$ cat src/rtl/list_histogrammer.sv
module list_histogrammer #(
  parameter int WORD_W   = 16,
  parameter int CNT_W    = 24,
  parameter int ADDR_W   = 15,
  parameter int STN_W    = 8,
  parameter int SUB_W    = 5,
  parameter int CONV_W   = 10,
  parameter int CODE_MAX = 4
) (
  input  logic              clk,
  input  logic              rst_n,
  input  logic [WORD_W-1:0] word_i,
  input  logic              strobe_i,
  output logic              ready_o,
  input  logic              start_i,
  input  logic              stop_i,
  input  logic              inhibit_i,
  input  logic [4:0]        cfg_i,
  input  logic [STN_W-1:0]  stn1_i,
  input  logic [STN_W-1:0]  stn2_i,
  input  logic              lam_en_i,
  output logic              analyze_o,
  output logic [ADDR_W-1:0] mem_addr_o,
  output logic              mem_rd_o,
  input  logic [CNT_W-1:0]  mem_rdata_i,
  output logic              mem_wr_o,
  output logic [CNT_W-1:0]  mem_wdata_o,
  output logic              lam_o,
  output logic              stored_o
);
  typedef enum logic [1:0] {IDLE, RD, WR} st_t;
  st_t st;

  logic match_v, match_hi, analyze_q, lam_q;
  logic [ADDR_W-1:0] addr_q;

  wire accept = strobe_i && (st == IDLE);
  wire is_hdr = word_i[WORD_W-1];
  wire [STN_W-1:0] stn = word_i[STN_W-1:0];
  wire hit1 = cfg_i[0] && (stn == stn1_i);
  wire hit2 = cfg_i[1] && (stn == stn2_i);

  wire [2:0] code = (cfg_i[4:2] > 3'(CODE_MAX)) ? 3'(CODE_MAX) : cfg_i[4:2];
  wire [3:0] seg_bits = {1'b0, code} + {3'b000, ~cfg_i[1]};
  wire [3:0] off_bits = 4'(ADDR_W - 1) - {1'b0, code};

  wire [SUB_W-1:0]  sub      = word_i[CONV_W +: SUB_W];
  wire [ADDR_W-1:0] conv     = ADDR_W'(word_i[CONV_W-1:0]);
  wire [ADDR_W-1:0] seg_mask = (ADDR_W'(1) << seg_bits) - ADDR_W'(1);
  wire [ADDR_W-1:0] seg      = ADDR_W'(sub) & seg_mask;
  wire [ADDR_W-1:0] half     = (cfg_i[1] && match_hi) ? (ADDR_W'(1) << (ADDR_W - 1)) : '0;
  wire [ADDR_W-1:0] rec_addr = half | (seg << off_bits) | conv;

  wire go   = accept && !is_hdr && match_v && analyze_q && !inhibit_i;
  wire full = (mem_rdata_i == {CNT_W{1'b1}});

  always_ff @(posedge clk) begin
    if (!rst_n) begin
      st        <= IDLE;
      match_v   <= 1'b0;
      match_hi  <= 1'b0;
      analyze_q <= 1'b0;
      lam_q     <= 1'b0;
      addr_q    <= '0;
    end else begin
      if (stop_i) analyze_q <= 1'b0;
      else if (start_i) analyze_q <= 1'b1;

      if (accept && is_hdr) begin
        match_v  <= hit1 || hit2;
        match_hi <= !hit1 && hit2;
      end

      if (!lam_en_i) lam_q <= 1'b0;
      else if (st == WR && full) lam_q <= 1'b1;

      case (st)
        IDLE: if (go) begin
          addr_q <= rec_addr;
          st     <= RD;
        end
        RD:      st <= WR;
        default: st <= IDLE;
      endcase
    end
  end

  assign ready_o     = (st == IDLE);
  assign mem_rd_o    = (st == RD);
  assign mem_wr_o    = (st == WR);
  assign stored_o    = (st == WR);
  assign mem_addr_o  = addr_q;
  assign mem_wdata_o = full ? mem_rdata_i : mem_rdata_i + CNT_W'(1);
  assign analyze_o   = analyze_q;
  assign lam_o       = lam_q;
endmodule

$ cat config.mk
export PLATFORM = sky130hd
export DESIGN_NAME = list_histogrammer
export DESIGN_NICKNAME = d
export VERILOG_FILES = /design/src/rtl/list_histogrammer.sv
export SDC_FILE = /design/constraint.sdc
export NUM_CORES = 1
export LEC_CHECK = 0
export CORE_MARGIN = 4
export CORE_UTILIZATION = 40
export CTS_BUF_LIST = sky130_fd_sc_hd__clkbuf_16
export CTS_CLUSTER_DIAMETER = 80
export DETAILED_ROUTE_END_ITERATION = 10
export PLACE_DENSITY = 0.79
export SLEW_MARGIN = 20
export SYNTH_ARGS = -nofsm -noshare
export SYNTH_HDL_FRONTEND = slang
export SYNTH_SLANG_ARGS = --single-unit
$ cat constraint.sdc
create_clock -name clk -period 4.5 [get_ports clk]
set_input_delay 1.35 -clock clk [delete_from_list [all_inputs] [get_ports clk]]
set_output_delay 1.35 -clock clk [all_outputs]
set_load 0.02 [all_outputs]
### Word-level counts from Yosys, hierarchy flattened

Index checks and enable logic that the tools add are counted.

| word-level totals | value |
|---|---|
| output and inout bits | 45 |
| register bits after elaboration | 21 |
| logic and storage cells | 48 |

| cells by class | value |
|---|---|
| muxes and demuxes | 5 |
| bitwise logic cells | 5 |
| $add $sub $neg | 4 |
| reductions and logical operators | 19 |
| shift operators | 2 |
| equal/unequal tests | 6 |
| $lt $le $gt $ge | 1 |

Operators by type and width:

| operator | count |
|---|---|
| adder 24 x 1 -> 24 bit (second input constant) | 1 |
| equality test 24 bit (second input constant) | 1 |
| two-way mux 24 bit | 1 |
| equality test 8 bit | 2 |
| AND 5 x 15 -> 15 bit | 1 |
| two-way mux 15 bit | 1 |
| OR 15 x 10 -> 15 bit | 1 |
| OR 15 bit | 1 |
| left shift 1 x 4 -> 15 bit (first input constant) | 1 |
| left shift 15 x 4 -> 15 bit | 1 |
| subtractor 15 x 2 -> 15 bit (second input constant) | 1 |
| logical AND 1 bit | 11 |
| adder 3 x 1 -> 4 bit | 1 |
| case mux 2 bit (2 select lines) | 1 |
| AND reduction 2 bit | 2 |
| subtractor 4 x 3 -> 4 bit (first input constant) | 1 |
| > comparator 3 bit (second input constant) | 1 |
| logical NOT 1 bit | 3 |
| two-way mux 3 bit | 1 |
| equality test 2 x 1 -> 1 bit (second input constant) | 1 |
| equality test 2 bit (second input constant) | 1 |
| logical NOT 2 bit | 1 |
| two-way mux 2 bit | 1 |
| inequality test 2 x 1 -> 1 bit (second input constant) | 1 |
| 3 further kinds | 4 |

### Longest topological paths before layout

| depth | value |
|---|---|
| word-level depth | 9 |
| depth in mapped cells | 16 |
| depth with buffers taken out | 13 |

### Least setup slack after synthesis

OpenSTA, ideal clock, no wires.

| timing path | value |
|---|---|
| path type | input to register |
| from | in cfg_i[4] |
| to | reg addr_q[14], in the netlist mem_addr_o[14] |
| arrival | 4110 ps |
| cell stages on the path | 16 |
| data required time | 4420 ps |
| setup time | 80 ps |
| path slack | 310 ps |
| path buffers | 3 |
| cells stage by stage | buf_6 nand2b_1 clkbuf_1 nor2_1 ha_1 buf_2 nand2_1 nor2_1 a21oi_1 or2_2 ha_1 or4b_1 o32a_1 a2111oi_2 a21oi_1 o211ai_1 |

| on the way | value |
|---|---|
| word-level cells in the longest chain between the ends | 9 |
| elaborated cells between the ends (all ways) | 10 |
| those cells by class | 3 x add/sub; 1 x order compare; 2 x shift; 1 x mux; 3 x bitwise |

Ends and longest elaborated chain:

| item | RTL line | source |
|---|---|---|
| start, declared | 18 | `input logic [4:0] cfg_i,` |
| > comparator 3 bit | 43 | `wire [2:0] code = (cfg_i[4:2] > 3'(CODE_MAX)) ? 3'(CODE_MAX) : cfg_i[4:2];` |
| two-way mux 3 bit * | 43 |  |
| adder 3 x 1 -> 4 bit | 44 | `wire [3:0] seg_bits = {1'b0, code} + {3'b000, ~cfg_i[1]};` |
| left shift 1 x 4 -> 15 bit | 49 | `wire [ADDR_W-1:0] seg_mask = (ADDR_W'(1) << seg_bits) - ADDR_W'(1);` |
| subtractor 15 x 2 -> 15 bit | 49 |  |
| AND 5 x 15 -> 15 bit | 50 | `wire [ADDR_W-1:0] seg = ADDR_W'(sub) & seg_mask;` |
| left shift 15 x 4 -> 15 bit * | 52 | `wire [ADDR_W-1:0] rec_addr = half \| (seg << off_bits) \| conv;` |
| OR 15 bit * | 52 |  |
| OR 15 x 10 -> 15 bit * | 52 |  |
| end signal, assigned | 79 | `addr_q <= rec_addr;` |
| end, declared | 35 | `logic [ADDR_W-1:0] addr_q;` |

Mark *: on every way between the ends. The rest lies on a longest branch, timed or not.
A chain may end at the register's enable or synchronous reset.

### Final worst setup path

| timing path | value |
|---|---|
| from | in mem_rdata_i[0] |
| to | out mem_wdata_o[22] |

| on the way | value |
|---|---|
| word-level cells in the longest chain between the ends | 2 |
| elaborated cells between the ends (all ways) | 3 |
| those cells by class | 1 x add/sub; 1 x eq/ne; 1 x mux |

Ends and longest elaborated chain:

| item | RTL line | source |
|---|---|---|
| start, declared | 25 | `input logic [CNT_W-1:0] mem_rdata_i,` |
| adder 24 x 1 -> 24 bit / equality test 24 bit (equally long branches) | 93, 55 |  |
| two-way mux 24 bit * | 93 | `assign mem_wdata_o = full ? mem_rdata_i : mem_rdata_i + CNT_W'(1);` |
| end, declared | 27 | `output logic [CNT_W-1:0] mem_wdata_o,` |

Marked as above.

==> metrics.yaml <==
sta:
  setup_viol: 0
  holdWs_ns: 0.461
  fin_skew_ns: 0.00311
  fin_crit_sh_pct: 99.6
  max_slew_margin_pct: 59.6
  finalHoldViolations: 0
  rsz0062_at_grt: "yes"
  fin_crit_ns: 4.48
  fin_ws_ns: 0.0164
  tightest_slew_ns: 0.604
  max_freq_mhz: 223
  finalMaxSlewViolations: 0
  fin_setup_tns_ns: 0
clock_tree:
  insertion_delay_ns: 0.25
  clock_sinks: 21
  cts_root_buffer: "clkbuf_16"
  cts_hold_buffers: 0
  cts_buffer_depth: 2
  cts_tree: "done"
  htreeDepth: 1
  clk_pin_slew_ns: 0.06
  cts_buffers: 3
logic_synthesis:
  synth.distinct_cells: 56
  synth_compound_area_share_pct: 19.5
  synth_common_cells: "39 x nand2_1, 21 x dfxtp_1, 20 x a21oi_1, 20 x xnor2_1, 17 x nor2_1"
  async_flop_share_pct: 0
  ys_seq_area_share_pct: 20.3
  synth-seq-cells: 21
  synth_simple_gate_area_share_pct: 33.7
  yosys.area.top_type: "dfxtp_1"
  synth_cells: 280
  synth_xor_area_share_pct: 14.8
  synth_nets: 352
  synthAdderAreaFrac_pct: 2.41
  synth_top_cell_area_share_pct: 20.3
  synth_area_per_cell_um2: 7.40
  synth.yosys.warnings: 0
  synth_most_common_cell: "nand2_1"
  synth_top_family_by_area: "simple AND/OR/NAND/NOR gates"
  synth.top_cells.by_area: "dfxtp_1 20%, xnor2_1 8.4%, nand2_1 7.1%, xor2_1 6.3%, a21oi_1 4.8%"
  synthMuxAreaShare_pct: 3.68
  syn_area_um2: 2070
  synth_edf_count: 0
  synth_top_flop_cell: "dfxtp_1"
layout:
  antenna_cells: 0
  drive_above_1_share_pct: 24.8
  syn_to_final_growth_pct: 75.9
  final_nets: 504
  multi_input_area_um2: 1650
  fillers: 385
  final_cell_area_um2: 3650
  ff_latch_area_um2: 420
min_path:
  hold_end: "mem_addr_o[6]$_SDFFE_PN0P_"
  worstHoldStart: "mem_addr_o[6]$_SDFFE_PN0P_"
  hold_depth: 2
  hold_path.class: "flop to flop"
placement:
  place_congestion: 0.961
  dpl_cell_area_um2: 3540
  hpwl_um: 6260
  pre_cts_ws_ns: -0.501
  io_buffers: 112
outcome:
  run_status: "finished clean"
worst_setup_path:
  path_max_fanout: 4
  rr_endpoint: "mem_addr_o[12]$_SDFFE_PN0P_"
  worstPathArrival_ns: 3.13
  cp-start-kind: "input pin"
  r2r-start: "st[1]$_SDFFE_PN0P_"
  reg2reg_depth: 5
  critPathRequiredTime_ns: 3.15
  critPathKind: "input pin to primary output"
  r2r_slack_ns: 2.51
  cp-end-kind: "primary output"
die:
  pin_count: 113
  start_util_pct: 42.5
  fp.dieH_um: 80.0
  core_area_um2: 4880
  dieArea_um2: 6400
  fp.dieW_um: 80.0
  row_count: 25
drt:
  wl_um: 8080
  ant_nets: 0
  viasPerCell: 5.53
  wl_per_cell_um: 16.2
  drt-pass1-iter-count: 4
  dr.first_iter.drc_count: 91
  drcViolationCount: 0
  vias: 2752
grt:
  track_usage_pct: 23.5
  grt_max_degree: 17
  grt_pass1_wl_um: 12100
  grt_pass1_vias: 2660
  grt_overflow: 0
  antenna_found_initial: 0
power_and_ir_drop:
  vdd_ir_drop_max_mv: 0.144
  power_density_nw_per_um2: 167
  p_leak_nw: 1.46
flow_run:
  drv_cap: 0
cell type report:
cell class                      count  area share [%]
Multi-Input combinational cell    240            45.3
Clock inverter                      1           0.206
Timing Repair Buffer              160            38.0
Sequential cell                    21            11.5
Clock buffer                        3            2.06
Tap cell                           67            2.30
Inverter                            6           0.618
through the flow:
stage | total power, mW | std cells | util (%)
finish | 0.609 | 498 | 74.7
global route | 0.633 | 498 | 74.7
CTS | 0.607 | 497 | 74.1
detailed placement | 0.426 | 493 | 72.5
global placement | 0.422 | 493 | 72.5
floorplan | 0.289 | 280 | -
flip-flops by register name, indices dropped and copies added, names as in the netlist:
name,flops
match_hi,1
mem_addr_o,15
st,2
analyze_o,1
match_v,1
lam_o,1
cells in the final DEF, fill, tap and decap left out, types with 3 or more instances in the layout:
| cell | n |
|---|---|
| inv_1 | 5 |
| buf_4 | 54 |
| ha_1 | 3 |
| dfxtp_1 | 21 |
| xnor2_1 | 20 |
| o211ai_1 | 4 |
| nand2b_1 | 3 |
| nor3_4 | 3 |
| a21oi_1 | 19 |
| clkbuf_16 | 3 |
| nand4_1 | 11 |
| o21ai_0 | 12 |
| nand2_1 | 38 |
| a31oi_1 | 8 |
| nand3_1 | 12 |
| nor3_1 | 9 |
| and2_1 | 3 |
| clkdlybuf4s50_1 | 87 |
| clkbuf_2 | 6 |
| mux2_2 | 3 |
| and3_1 | 5 |
| nor2_1 | 14 |
| buf_2 | 11 |
| xor2_1 | 15 |
| nor2b_1 | 5 |
where the power goes:
| part | leakage [nW] | switching (mW) | internal (mW) |
|---|---|---|---|
| clock | 0.0371 | 0.0686 | 0.120 |
| sequential | 0.169 | 0.000372 | 0.186 |
| combinational | 1.25 | 0.110 | 0.123 |
critical path, stage by stage:
cell	delay [ns]
clkdlybuf4s50_1	0.49
ha_2	0.21
nand3_2	0.08
buf_4	0.17
buf_4	0.14
nor2_1	0.11
nand2_1	0.08
mux2_1	0.33
buf_2	0.17
repair_timing:
action,4_1_cts,5_1_grt
endpoints found under the setup margin,24,23
pin swaps,1,4
resized for setup,91,38
setup buffers,0,1
gates cloned,0,0
worst max path at each step:
stage	startpoint	end	slack (ns)
after detailed placement	mem_rdata_i[1]	mem_wdata_o[21]	-0.50
final	mem_rdata_i[0]	mem_wdata_o[22]	0.02
after global routing	mem_rdata_i[1]	mem_wdata_o[22]	-0.07
after CTS	mem_rdata_i[0]	mem_wdata_o[21]	-0.13
after floorplan	cfg_i[4]	mem_addr_o[14]$_SDFFE_PN0P_	0.31
after global placement	mem_rdata_i[0]	mem_wdata_o[21]	-0.44
per-layer routing:
layer	wire length, um	part of all wire (%)	vias to the layer above	global-route usage, %
met4	116	1.4	0	4.90
met2	3950	49	146	44.3
met5	0	0	-	0
li1	-	-	1332	-
met1	3170	39	1262	26.8
met3	840	10	12	5.08
kinds of logic (layout without fill, tap and decap cells):
family / Yosys count / count (layout)
flip-flops: 21 / 21
XOR/XNOR: 35 / 35
AND/OR/NAND/NOR: 131 / 131
adder cells (fa/ha/maj): 4 / 4
AO/OA/AOI/OAI: 63 / 63
multiplexers: 7 / 7
buffers and inverters: 19 / 170
Note: power is estimated with default switching activity, not from simulation.
